<file path="src/rtl/pt_walk_pkg.sv">
package pt_walk_pkg;

    typedef enum logic [2:0] {
        ST_IDLE,
        ST_FETCH_DIR,
        ST_FETCH_PTE,
        ST_DONE,
        ST_FAULT
    } walk_state_e;

    typedef enum logic [1:0] {
        FLT_NONE     = 2'b00,
        FLT_ABSENT   = 2'b01,
        FLT_NO_WRITE = 2'b10,
        FLT_NO_USER  = 2'b11
    } fault_e;

    // flag bits at the bottom of every entry
    localparam int FLAG_W      = 3;
    localparam int PRESENT_BIT = 0;
    localparam int WRITE_BIT   = 1;
    localparam int USER_BIT    = 2;

    typedef struct packed {
        logic user;
        logic write;
        logic present;
    } entry_flags_t;

    typedef struct packed {
        logic write;
        logic user;
    } access_t;

endpackage

</file>
<file path="src/rtl/pt_addr_gen.sv">
module pt_addr_gen #(
    parameter int PA_W        = 32,
    parameter int OFF_W       = 12,
    parameter int IDX_W       = 10,
    parameter int ENTRY_BYTES = 4
) (
    input  logic [PA_W-OFF_W-1:0] frame_i,
    input  logic [IDX_W-1:0]      idx_i,
    output logic [PA_W-1:0]       addr_o
);
    localparam int ESH = $clog2(ENTRY_BYTES);

    logic [PA_W-1:0] table_base;
    logic [PA_W-1:0] entry_off;

    always_comb begin
        table_base = {frame_i, {OFF_W{1'b0}}};
        entry_off  = PA_W'(idx_i) << ESH;
        addr_o     = table_base + entry_off;
    end
endmodule

</file>
<file path="src/rtl/pt_entry_check.sv">
module pt_entry_check
    import pt_walk_pkg::*;
(
    input  entry_flags_t flags_i,
    input  access_t      acc_i,
    output fault_e       code_o,
    output logic         ok_o
);
    always_comb begin
        code_o = FLT_NONE;
        if (!flags_i.present) begin
            code_o = FLT_ABSENT;
        end else if (acc_i.write && !flags_i.write) begin
            code_o = FLT_NO_WRITE;
        end else if (acc_i.user && !flags_i.user) begin
            code_o = FLT_NO_USER;
        end
        ok_o = (code_o == FLT_NONE);
    end
endmodule

</file>
<file path="src/rtl/pt_walker.sv">
module pt_walker
    import pt_walk_pkg::*;
#(
    parameter  int IDX_W   = 10,
    parameter  int OFF_W   = 12,
    parameter  int PA_W    = 32,
    parameter  int ENTRY_W = 32,
    localparam int VA_W    = 2 * IDX_W + OFF_W,
    localparam int FRAME_W = PA_W - OFF_W
) (
    input  logic               clk,
    input  logic               rst_n,
    input  logic [FRAME_W-1:0] ptbr_frame,
    input  logic               req_valid,
    output logic               req_ready,
    input  logic [VA_W-1:0]    req_vaddr,
    input  logic               req_write,
    input  logic               req_user,
    output logic               rsp_valid,
    output logic               rsp_fault,
    output logic [1:0]         rsp_fault_kind,
    output logic               rsp_fault_lvl,
    output logic [PA_W-1:0]    rsp_paddr,
    output logic               mem_req,
    output logic [PA_W-1:0]    mem_addr,
    input  logic               mem_rvalid,
    input  logic [ENTRY_W-1:0] mem_rdata
);
    localparam int ENTRY_BYTES = ENTRY_W / 8;

    walk_state_e        state_q, state_d;
    logic [VA_W-1:0]    va_q;
    access_t            acc_q;
    logic [FRAME_W-1:0] base_q;
    logic [FRAME_W-1:0] dir_frame_q;
    logic [PA_W-1:0]    paddr_q;
    fault_e             kind_q;
    logic               lvl_q;

    logic               accept;
    logic               fetching;
    logic               rd_fire;
    logic [IDX_W-1:0]   dir_idx;
    logic [IDX_W-1:0]   tbl_idx;
    logic [FRAME_W-1:0] gen_frame;
    logic [IDX_W-1:0]   gen_idx;
    logic [FRAME_W-1:0] entry_frame;
    entry_flags_t       entry_flags;
    fault_e             chk_code;
    logic               chk_ok;
    logic               unused_rdata;

    assign accept      = req_valid && (state_q == ST_IDLE);
    assign fetching    = (state_q == ST_FETCH_DIR) || (state_q == ST_FETCH_PTE);
    assign rd_fire     = fetching && mem_rvalid;
    assign dir_idx     = va_q[OFF_W+IDX_W +: IDX_W];
    assign tbl_idx     = va_q[OFF_W +: IDX_W];
    assign entry_frame = mem_rdata[OFF_W +: FRAME_W];
    assign entry_flags = '{user:    mem_rdata[USER_BIT],
                           write:   mem_rdata[WRITE_BIT],
                           present: mem_rdata[PRESENT_BIT]};
    assign unused_rdata = ^mem_rdata[OFF_W-1:FLAG_W];

    // address source follows the walk level
    always_comb begin
        if (state_q == ST_FETCH_PTE) begin
            gen_frame = dir_frame_q;
            gen_idx   = tbl_idx;
        end else begin
            gen_frame = base_q;
            gen_idx   = dir_idx;
        end
    end

    pt_addr_gen #(
        .PA_W        (PA_W),
        .OFF_W       (OFF_W),
        .IDX_W       (IDX_W),
        .ENTRY_BYTES (ENTRY_BYTES)
    ) u_addr_gen (
        .frame_i (gen_frame),
        .idx_i   (gen_idx),
        .addr_o  (mem_addr)
    );

    pt_entry_check u_entry_check (
        .flags_i (entry_flags),
        .acc_i   (acc_q),
        .code_o  (chk_code),
        .ok_o    (chk_ok)
    );

    // state register
    always_ff @(posedge clk or negedge rst_n) begin
        if (!rst_n) begin
            state_q <= ST_IDLE;
        end else begin
            state_q <= state_d;
        end
    end

    // next-state logic
    always_comb begin
        state_d = state_q;
        unique case (state_q)
            ST_IDLE: begin
                if (req_valid) state_d = ST_FETCH_DIR;
            end
            ST_FETCH_DIR: begin
                if (mem_rvalid) state_d = chk_ok ? ST_FETCH_PTE : ST_FAULT;
            end
            ST_FETCH_PTE: begin
                if (mem_rvalid) state_d = chk_ok ? ST_DONE : ST_FAULT;
            end
            ST_DONE:  state_d = ST_IDLE;
            ST_FAULT: state_d = ST_IDLE;
            default:  state_d = ST_IDLE;
        endcase
    end

    // outputs decoded from state
    always_comb begin
        req_ready = 1'b0;
        mem_req   = 1'b0;
        rsp_valid = 1'b0;
        rsp_fault = 1'b0;
        unique case (state_q)
            ST_IDLE:      req_ready = 1'b1;
            ST_FETCH_DIR: mem_req   = 1'b1;
            ST_FETCH_PTE: mem_req   = 1'b1;
            ST_DONE:      rsp_valid = 1'b1;
            ST_FAULT: begin
                rsp_valid = 1'b1;
                rsp_fault = 1'b1;
            end
            default: req_ready = 1'b0;
        endcase
    end

    assign rsp_fault_kind = kind_q;
    assign rsp_fault_lvl  = lvl_q;
    assign rsp_paddr      = paddr_q;

    // walk context and result registers
    always_ff @(posedge clk or negedge rst_n) begin
        if (!rst_n) begin
            va_q        <= '0;
            acc_q       <= '0;
            base_q      <= '0;
            dir_frame_q <= '0;
            paddr_q     <= '0;
            kind_q      <= FLT_NONE;
            lvl_q       <= 1'b0;
        end else begin
            if (accept) begin
                va_q   <= req_vaddr;
                acc_q  <= '{write: req_write, user: req_user};
                base_q <= ptbr_frame;
                kind_q <= FLT_NONE;
                lvl_q  <= 1'b0;
            end
            if (rd_fire) begin
                kind_q <= chk_code;
                if (state_q == ST_FETCH_DIR) begin
                    dir_frame_q <= entry_frame;
                    lvl_q       <= 1'b0;
                end else begin
                    paddr_q <= {entry_frame, va_q[OFF_W-1:0]};
                    lvl_q   <= 1'b1;
                end
            end
        end
    end
endmodule

</file>
<file path="config.mk">
export PLATFORM = sky130hd
export DESIGN_NAME = pt_walker
export DESIGN_NICKNAME = d
export VERILOG_FILES = /design/src/rtl/pt_walk_pkg.sv /design/src/rtl/pt_addr_gen.sv /design/src/rtl/pt_entry_check.sv /design/src/rtl/pt_walker.sv
export SDC_FILE = /design/constraint.sdc
export NUM_CORES = 1
export LEC_CHECK = 0
export ABC_AREA = 1
export BUFFER_PORTS_ARGS = -buffer_cell sky130_fd_sc_hd__buf_4
export CAP_MARGIN = 20
export CORE_ASPECT_RATIO = 0.9
export CORE_MARGIN = 4
export CORE_UTILIZATION = 50
export CTS_CLUSTER_SIZE = 14
export DETAILED_ROUTE_END_ITERATION = 7
export PLACE_DENSITY = 0.91
export SLEW_MARGIN = 20
export SYNTH_ARGS = -nofsm -noshare
export SYNTH_HDL_FRONTEND = slang
export SYNTH_SLANG_ARGS = --single-unit
export TNS_END_PERCENT = 100
</file>
<file path="constraint.sdc">
create_clock -name clk -period 1.5 [get_ports clk]
set_input_delay 0.15 -clock clk [delete_from_list [all_inputs] [get_ports clk]]
set_output_delay 0.15 -clock clk [all_outputs]
set_load 0.1 [all_outputs]
</file>
==> impl_metrics.env <==
export IMPL_status="complete, but fails checks"
export IMPL_violations="setup timing"
export IMPL_via_per_inst=5.912
export IMPL_fin_hold_ws_ns=0.009346
export IMPL_drv_cap=0
export IMPL_slew_viol_final=0
export IMPL_num_rows=33
export IMPL_syn2layout_area_growth_pct=76.10
export IMPL_crit_fanout=21
export IMPL_r2r_cells=7
export IMPL_finalHoldViolCount=0
export IMPL_grt_pass1_vias=5211
export IMPL_clockBufferDepth=2
export IMPL_post_dp_hpwl_mm=8.725
export IMPL_crit_type="reg2out"
export IMPL_crit_required_ns=1.35
export IMPL_setup_slack_ns=-0.4844
export IMPL_synth_distinct_cells=18
export IMPL_ys_ff_latch=112
export IMPL_overflow=0
export IMPL_cts_buffers=9
export IMPL_portBuffers=149
export IMPL_clk_pin_slew_ns=0.11
export IMPL_synth_compound_area_frac=0.1370
export IMPL_hold_depth=3
export IMPL_rsz0062_at_grt="true"
export IMPL_route_detailed_drc=0
export IMPL_wl_per_cell_um=25.19
export IMPL_initial_core_util=0.5117
export IMPL_hold_path_class="in2reg"
export IMPL_syn_avg_cell_area_um2=8.656
export IMPL_setup_tns_ns=-20.11
export IMPL_coreArea_mm2=0.009084
export IMPL_synthXorXnorAreaFrac=0
export IMPL_antenna_left=0
export IMPL_synth_area_leaders="dfrtp_1, nand2_1, o21ai_0"
export IMPL_fmax_ghz=0.5039
export IMPL_antenna_found_initial=3
export IMPL_grt_pass1_wl_mm=27.13
export IMPL_yosysWarnings=0
export IMPL_synth_top_area_share=0.6030
export IMPL_die_w_um=109.6
export IMPL_synthMuxAreaShare=0
export IMPL_die_height_um=99.47
export IMPL_seq_area_frac_synth=0.6030
export IMPL_fin_util=0.9011
export IMPL_fin_skew_ns=0.02010
export IMPL_clock_sinks=112
export IMPL_dpl_worst_slack_ns=-0.02674
export IMPL_io_pins=161
export IMPL_clkLatencyLatePin_ns=0.37
export IMPL_drtPass1Iterations=6
export IMPL_nets=847
export IMPL_dieArea_mm2=0.01091
export IMPL_setup_viol=132
export IMPL_clockRootBuffer="clkbuf_8"
export IMPL_reg2reg_slack_ns=-0.24
export IMPL_synth_adder_area_share=0
export IMPL_synth_top_family_by_area="simple AND/OR/NAND/NOR gates"
export IMPL_grt_max_degree=113
export IMPL_syn_cell_area_mm2=0.004648
export IMPL_yosys_area_share_simple=0.1653
export IMPL_drt_iter0_markers=591
export IMPL_tightest_slew_ns=0.6131
export IMPL_drive_gt1_frac=0.4079
export IMPL_worstPathArrival_ns=1.83
export IMPL_htreeDepth=3
export IMPL_cp_end_kind="output port"
export IMPL_cts_tree="done"
export IMPL_wirelength_mm=22.27
export IMPL_yosys_area_top_type="dfrtp_1"
export IMPL_period_needed_ns=1.984
export IMPL_vias=5226
export IMPL_syn_inst=537
export IMPL_period_share=1.323
export IMPL_place_gp_congestion=0.8535
export IMPL_relSlewSlack=0.5912
export IMPL_grt_usage=0.3297
export IMPL_cp_start_kind="register"
==> synth_stat cells <==
| cell | number |
|---|---|
| nand2_4 | 1 |
| conb_1 | 1 |
| inv_1 | 68 |
| nor2_4 | 1 |
| nand4_1 | 2 |
| nand3_1 | 9 |
| buf_4 | 3 |
| o21ai_1 | 54 |
| o21ai_0 | 72 |
| nand2_2 | 2 |
| nand2_1 | 175 |
| o22ai_1 | 1 |
| dfrtp_1 | 112 |
| nor2_1 | 5 |
| buf_2 | 10 |
| buf_6 | 4 |
| clkbuf_1 | 13 |
| inv_2 | 4 |
==> cells by family (layout without fill, tap and decap cells) <==
group	after synthesis	in the layout
buf+inv	102	324
flops	112	112
other cells	1	4
compound gates	127	127
simple gates	195	195
==> metal layers <==
layer	GRT usage	routed length, um	vias to the layer above
met5	0	0	-
met4	0.1850	1786	0
met3	0.08501	2608	159
li1	-	-	2116
met2	0.5805	10740	473
met1	0.3570	7132	2478
==> stage by stage <==
stage / instances / cell area (um2)
floorplan: 538 / 5102
global placement: 799 / 6406
detailed placement: 799 / 6406
CTS: 858 / 7560
global route: 884 / 8185
finish: 884 / 8185
==> layout make-up <==
cell class                 instances  area [um2]
timing repair buffer             237        2724
inverter                          72       314.1
clock inverter                     5       42.54
fill                             333       898.4
antenna                            2       5.005
timing repair inverter             1       16.27
clock buffer                       9       123.9
multi-input combinational        324        2003
sequential                       112        2804
tap                              122       152.6
==> cell usage in the layout (no fill, tap or decap), types with 2 or more instances in the layout <==
cell type and count:
buf_12 43, buf_16 2, buf_4 125, buf_6 11
buf_8 4, clkbuf_16 11, clkbuf_8 9, clkinv_4 2
conb_1 2, dfrtp_1 111, diode_2 2, dlygate4sd3_1 41
inv_1 66, inv_4 2, inv_6 2, inv_8 3
nand2_1 137, nand2_2 32, nand2_4 8, nand3_1 8
nand4_1 2, nor2_1 3, nor2_4 3, o21ai_0 31
o21ai_1 49, o21ai_2 15, o21ai_4 31
==> path summary, 6_finish.rpt <==
check	start	end
setup reg to reg	state_q[0]$_DFFE_PN0P_	rsp_fault_kind[0]$_DFFE_PN0P_
hold reg to reg	rsp_paddr[22]$_DFFE_PN0P_	rsp_paddr[22]$_DFFE_PN0P_
hold / removal	ptbr_frame[11]	base_q[11]$_DFFE_PN0P_
setup / recovery	state_q[0]$_DFFE_PN0P_	mem_addr[10]
min in group asynchronous	rst_n	acc_q[0]$_DFFE_PN0P_
max in group asynchronous	rst_n	dir_frame_q[5]$_DFFE_PN0P_
==> repair_timing <==
action | in CTS | in global routing
pin swaps | 3 | 9
gates resized for setup | 137 | 73
endpoints found under the hold margin | 152 | 0
setup buffers | 4 | 7
cloned | 1 | 18
hold buffers | 41 | 0
endpoints found under the setup margin | 50 | 137
==> state kept, by name, summed over array words and instances (netlist names) <==
name            cells
rsp_paddr          32
va_q               32
state_q             3
dir_frame_q        20
rsp_fault_kind      2
base_q             20
rsp_fault_lvl       1
acc_q               2
==> critical path, cell delays in order (launching register included) <==
cell	delay [ns]
dfrtp_1	0.44
nor2_4	0.17
nand2_4	0.10
buf_12	0.19
nand2_1	0.25
o21ai_4	0.12
buf_12	0.18
Power is not shown: default switching activity piles up to over one toggle a cycle in this logic, so the estimate is an artifact.
